File: src/rtl/sdram_fcfs_sched.sv
module sdram_fcfs_sched #(
  parameter int NBANK   = 8,
  parameter int ROW_W   = 14,
  parameter int COL_W   = 10,
  parameter int LEN_W   = 12,
  parameter int DQ_W    = 16,
  parameter int T_RCD   = 6,
  parameter int T_RP    = 6,
  parameter int T_RAS   = 15,
  parameter int T_RTP   = 4,
  parameter int T_WR    = 6,
  parameter int T_RL    = 6,
  parameter int T_WL    = 5,
  parameter int T_BURST = 4,
  parameter int T_WTR   = 4
) (
  input  logic                     clk,
  input  logic                     rst_n,
  input  logic                     req_valid,
  output logic                     req_ready,
  input  logic [$clog2(NBANK)-1:0] req_bank,
  input  logic [ROW_W-1:0]         req_row,
  input  logic [COL_W-1:0]         req_col,
  input  logic                     req_wr,
  input  logic [LEN_W-1:0]         req_len,
  output logic                     cmd_valid,
  output logic [1:0]               cmd_kind,
  output logic [$clog2(NBANK)-1:0] cmd_bank,
  output logic [ROW_W-1:0]         cmd_row,
  output logic [COL_W-1:0]         cmd_col,
  output logic                     done
);
  localparam int BA_W   = $clog2(NBANK);
  localparam int SHIFT  = $clog2(DQ_W * 8 / 8);
  localparam int WR_PRE = T_WL + T_BURST + T_WR;
  localparam int WR_RD  = T_WL + T_BURST + T_WTR;
  localparam int RD_WR  = T_RL + T_BURST + 2 - T_WL;
  localparam int TW     = 8;

  logic             busy, cur_wr, done_q;
  logic [BA_W-1:0]  cur_bank;
  logic [ROW_W-1:0] cur_row;
  logic [COL_W-1:0] cur_col;
  logic [LEN_W-1:0] left;
  logic             open_q   [NBANK];
  logic [ROW_W-1:0] open_row [NBANK];
  logic [TW-1:0]    t_rcd [NBANK];
  logic [TW-1:0]    t_rp  [NBANK];
  logic [TW-1:0]    t_ras [NBANK];
  logic [TW-1:0]    t_pre [NBANK];
  logic [TW-1:0]    t_ccd, t_rtw, t_wtr;

  function automatic logic [TW-1:0] dec(input logic [TW-1:0] c);
    return (c == '0) ? '0 : c - 1'b1;
  endfunction

  function automatic logic [TW-1:0] load(input logic [TW-1:0] c, input int t);
    logic [TW-1:0] d, n;
    d = dec(c);
    n = TW'(t - 1);
    return (d > n) ? d : n;
  endfunction

  logic hit, do_pre, do_act, do_cas, last;

  assign hit    = open_q[cur_bank] && (open_row[cur_bank] == cur_row);
  assign do_pre = busy && open_q[cur_bank] && !hit &&
                  t_ras[cur_bank] == '0 && t_pre[cur_bank] == '0;
  assign do_act = busy && !open_q[cur_bank] && t_rp[cur_bank] == '0;
  assign do_cas = busy && hit && t_rcd[cur_bank] == '0 && t_ccd == '0 &&
                  (cur_wr ? t_rtw == '0 : t_wtr == '0);
  assign last   = do_cas && left == LEN_W'(1);

  assign req_ready = !busy;
  assign cmd_valid = do_pre | do_act | do_cas;
  assign cmd_kind  = do_act ? 2'd0 : do_pre ? 2'd1 : {1'b1, cur_wr};
  assign cmd_bank  = cur_bank;
  assign cmd_row   = cur_row;
  assign cmd_col   = cur_col;
  assign done      = done_q;

  always_ff @(posedge clk) begin
    if (!rst_n) begin
      busy     <= 1'b0;
      cur_wr   <= 1'b0;
      cur_bank <= '0;
      cur_row  <= '0;
      cur_col  <= '0;
      left     <= '0;
      done_q   <= 1'b0;
      t_ccd    <= '0;
      t_rtw    <= '0;
      t_wtr    <= '0;
      for (int b = 0; b < NBANK; b++) begin
        open_q[b]   <= 1'b0;
        open_row[b] <= '0;
        t_rcd[b]    <= '0;
        t_rp[b]     <= '0;
        t_ras[b]    <= '0;
        t_pre[b]    <= '0;
      end
    end else begin
      done_q <= last;
      if (req_valid && !busy) begin
        busy     <= 1'b1;
        cur_bank <= req_bank;
        cur_row  <= req_row;
        cur_col  <= req_col;
        cur_wr   <= req_wr;
        left     <= req_len >> SHIFT;
      end
      if (do_cas) begin
        cur_col <= cur_col + COL_W'(8);
        left    <= left - 1'b1;
        if (last) busy <= 1'b0;
      end

      t_ccd <= do_cas ? load(t_ccd, T_BURST) : dec(t_ccd);
      t_rtw <= (do_cas && !cur_wr) ? load(t_rtw, RD_WR) : dec(t_rtw);
      t_wtr <= (do_cas &&  cur_wr) ? load(t_wtr, WR_RD) : dec(t_wtr);

      for (int b = 0; b < NBANK; b++) begin
        t_rcd[b] <= dec(t_rcd[b]);
        t_rp[b]  <= dec(t_rp[b]);
        t_ras[b] <= dec(t_ras[b]);
        t_pre[b] <= dec(t_pre[b]);
        if (cur_bank == BA_W'(b)) begin
          if (do_act) begin
            open_q[b]   <= 1'b1;
            open_row[b] <= cur_row;
            t_rcd[b]    <= load(t_rcd[b], T_RCD);
            t_ras[b]    <= load(t_ras[b], T_RAS);
          end
          if (do_pre) begin
            open_q[b] <= 1'b0;
            t_rp[b]   <= load(t_rp[b], T_RP);
          end
          if (do_cas)
            t_pre[b] <= load(t_pre[b], cur_wr ? WR_PRE : T_RTP);
        end
      end
    end
  end
endmodule

File: config.mk
export PLATFORM = sky130hd
export DESIGN_NAME = sdram_fcfs_sched
export DESIGN_NICKNAME = d
export VERILOG_FILES = /design/src/rtl/sdram_fcfs_sched.sv
export SDC_FILE = /design/constraint.sdc
export NUM_CORES = 1
export LEC_CHECK = 0
export ABC_CLOCK_PERIOD_IN_PS = 10150
export CAP_MARGIN = 15
export CORE_AREA = 2 2 211 192
export DETAILED_ROUTE_END_ITERATION = 16
export DIE_AREA = 0 0 213 194
export GPL_TIMING_DRIVEN = 0
export PLACE_DENSITY = 0.83
export SLEW_MARGIN = 20
export SYNTH_ARGS = -nofsm -noshare
export SYNTH_HDL_FRONTEND = slang
export SYNTH_SLANG_ARGS = --single-unit
File: constraint.sdc
create_clock -name clk -period 10.15 [get_ports clk]
set_clock_uncertainty 0.05 [all_clocks]
set_input_delay 1.5225 -clock clk [delete_from_list [all_inputs] [get_ports clk]]
set_output_delay 1.5225 -clock clk [all_outputs]
set_load 0.05 [all_outputs]
==> impl_metrics.env <==
export IMPL_fin_tns_setup_ns=0
export IMPL_core_area_um2=39100
export IMPL_ys_flop_type="edfxtp_1"
export IMPL_synth_edf_count=339
export IMPL_hold_depth=2
export IMPL_syn_inst=2594
export IMPL_diodes=0
export IMPL_cts_setup_buffers=0
export IMPL_setup_violations=0
export IMPL_hpwl_mm=46.0
export IMPL_ys_warn_count=0
export IMPL_synth_top_family_by_area="simple AND/OR/NAND/NOR gates"
export IMPL_grt_start_max_net_pins=28
export IMPL_synth_compound_area_frac=0.123
export IMPL_relSlewSlack=0.250
export IMPL_rr_endpoint="left[11]"
export IMPL_yosysMostFrequentCell="nor2_1"
export IMPL_max_vdd_ir_drop_mv=0.227
export IMPL_ant_nets=0
export IMPL_rsz0062_at_grt="false"
export IMPL_slew_viol_final=0
export IMPL_swShare=0.315
export IMPL_hold_end="cmd_col[0]"
export IMPL_pin_count=75
export IMPL_yosys_area_top_type="edfxtp_1"
export IMPL_grt_util_all_layers=0.313
export IMPL_drt_wirelength_per_cell_um=18.4
export IMPL_n_fill_cell=2743
export IMPL_synthAdderAreaFrac=0.0348
export IMPL_cts_clk_slew_worst_paths_ns=0.07
export IMPL_cp_end_kind="output pin"
export IMPL_synth_mux_area_frac=0.0455
export IMPL_p_per_area_nw_per_um2=181
export IMPL_yosysTopAreaCellShare=0.405
export IMPL_drc=0
export IMPL_cp_arrival_ns=5.56
export IMPL_fin_crit_ns=7.14
export IMPL_cts_buffers=46
export IMPL_die_y_um=194
export IMPL_clock_latency_ns=0.60
export IMPL_p_comb_frac=0.243
export IMPL_leakagePower_nw=10.7
export IMPL_maxCapViolations=0
export IMPL_reg2reg_depth=11
export IMPL_period_share=0.703
export IMPL_rows=69
export IMPL_antenna_found_initial=0
export IMPL_cp_max_fo=10
export IMPL_async_flop_share=0
export IMPL_numPortBuffers=69
export IMPL_multi_input_area_um2=12900
export IMPL_start_util=0.643
export IMPL_p_seq_frac=0.445
export IMPL_yosys_area_share_simple=0.226
export IMPL_p_clk_frac=0.312
export IMPL_cts_sinks=445
export IMPL_via_count=21075
export IMPL_p_int_mw=3.58
export IMPL_holdBufCountCts=0
export IMPL_crit_type="reg -> out"
export IMPL_syn_area_um2=25200
export IMPL_htreeDepth=2
export IMPL_rrSetupSlack_ns=5.39
export IMPL_root_buffer="clkbuf_16"
export IMPL_syn_to_final_growth_pct=14.6
export IMPL_synth_xor_area_frac=0.0467
export IMPL_synth_avg_cell_area_um2=9.70
export IMPL_final_core_util=0.737
export IMPL_grt_pass1_vias=20184
export IMPL_start_kind="flip-flop"
export IMPL_cts_resized=0
export IMPL_layout_drive_gt1_share=0.0535
export IMPL_design_die_area_um2=41300
export IMPL_tightest_slew_ns=1.12
export IMPL_cts_tree="yes"
export IMPL_finalHoldViolations=0
export IMPL_fin_nets=3049
export IMPL_fmax_mhz=140
export IMPL_seq_area_um2=12300
export IMPL_min_path_type="reg -> reg"
export IMPL_hp_start="cmd_col[0]"
export IMPL_gp_congestion=0.921
export IMPL_vias_per_cell=6.01
export IMPL_cts_max_path_buffers=3
export IMPL_ys_seq_area_frac=0.489
export IMPL_worstPathRequired_ns=8.58
export IMPL_synth_seq_cells=445
export IMPL_yosys_top_cells_area="edfxtp_1 40%, dfxtp_1 8.4%, nor2_1 6.5%"
export IMPL_dr_pass1_iters=6
export IMPL_synth_common_cells="436 x nor2_1, 339 x edfxtp_1, 233 x nand2_1"
export IMPL_drt_iter0_markers=2109
export IMPL_finalPower_mw=5.23
export IMPL_gr_total_overflow=0
export IMPL_grt_pass1_wl_mm=102
export IMPL_wl_mm=64.7
export IMPL_die_w_um=213
export IMPL_switching_power_mw=1.65
export IMPL_ys_types=90
export IMPL_status="finished clean"
worst max-delay path, stage by stage, from the launching register on:
cell and delay, ns:
dfxtp_1 0.34, buf_4 0.25, buf_4 0.30, buf_2 0.46, clkbuf_1 0.71, nor4b_1 0.33, a21oi_1 0.17, mux4_2 0.58
a211oi_4 0.56, nor2_1 0.08, nor2_1 0.29, clkdlybuf4s50_1 0.88
state kept, by name, indices dropped and copies added (netlist names), named ones only:
register	flops
open_row	112
t_pre	64
t_ras	64
t_rcd	64
t_rp	64
cmd_row	14
left	12
cmd_col	10
open_q	8
t_ccd	8
t_rtw	8
t_wtr	8
cmd_bank	3
busy	1
cur_wr	1
done	1
worst max-delay path by stage:
stage,from,endpoint,slack [ns],cells after the start
2_1_floorplan,t_ras[1][0],cmd_kind[0],5.22,8
3_3_place_gp,flip-flop,cmd_valid,3.65,11
3_5_place_dp,flip-flop,cmd_kind[0],3.83,11
4_1_cts,flip-flop,cmd_kind[0],3.15,11
5_1_grt,flip-flop,cmd_kind[0],2.90,11
6_report,flip-flop,cmd_kind[0],3.01,11
metrics by stage:
stage,hold slack (ns),cell area (um2),cells,worst slack [ns]
floorplan,0.395,26000,2817,5.22
global placement,0.392,27400,3418,3.65
detailed placement,0.401,27400,3420,3.83
CTS,0.411,28800,3505,3.15
global route,0.437,28800,3505,2.90
finish,0.411,28800,3505,3.01
power groups by stage:
stage | combinational (mW) | clock (mW) | sequential [mW]
finish | 1.27 | 1.63 | 2.33
global route | 1.42 | 1.71 | 2.35
CTS | 1.25 | 1.64 | 2.32
detailed placement | 1.24 | 0 | 2.35
global placement | 1.17 | 0 | 2.34
floorplan | 0.955 | 0 | 2.33
cells in the final DEF (no fill, tap or decap), types with 15 or more instances in the layout:
cell             Yosys  layout
nor3b_1             46      46
nand4_1             18      18
a31oi_1             18      18
nand3_1             53      53
edfxtp_1           339     339
or2_2               20      20
and3_1              18      18
nand2_1            233     233
a22oi_1             15      15
nor2_1             436     436
xor2_1              39      39
ha_1                70      70
o31a_1              17      17
mux2i_1             84      84
a211oi_1            18      18
o21ai_0            113     111
nor4_1              37      37
a21oi_1            146     146
clkbuf_1            61      73
xnor2_1             95      95
or4_1               32      32
nor3_1              91      91
inv_1              126     125
nor2b_1             30      30
conb_1               1     224
dfxtp_1            106     106
clkbuf_16            0      47
o31ai_1             30      30
clkdlybuf4s50_1      0      69
nand2b_1            39      39
o21a_1              20      20
or3_1               36      36
layer usage:
layer  global-route usage  wire (um)  vias to the layer above
met5                    0          0                        -
met4                0.130       2550                        0
met3               0.0612       5930                      193
met2                0.511      30200                      983
met1                0.410      26000                     9995
li1                     -          -                     9904
cells by family (layout without fill, tap and decap cells):
group / count (synthesis) / after routing
AOI/OAI and AO/OA: 474 / 474
DFF: 445 / 445
buffers and inverters: 213 / 369
adders and majority gates: 70 / 70
xor gates and xnor gates: 134 / 134
muxes: 100 / 100
and+or+nand+nor: 1157 / 1157
other: 1 / 224
final cells by class:
class	instances	area share
clock inverters	21	0.00490
inverters	127	0.0165
well taps	532	0.0231
plain buffers	86	0.0132
flip-flops and latches	445	0.427
clock buffers	64	0.0448
repair buffers	71	0.0250
multi-input cells	2159	0.446
Note: power is estimated with default switching activity, not from simulation.
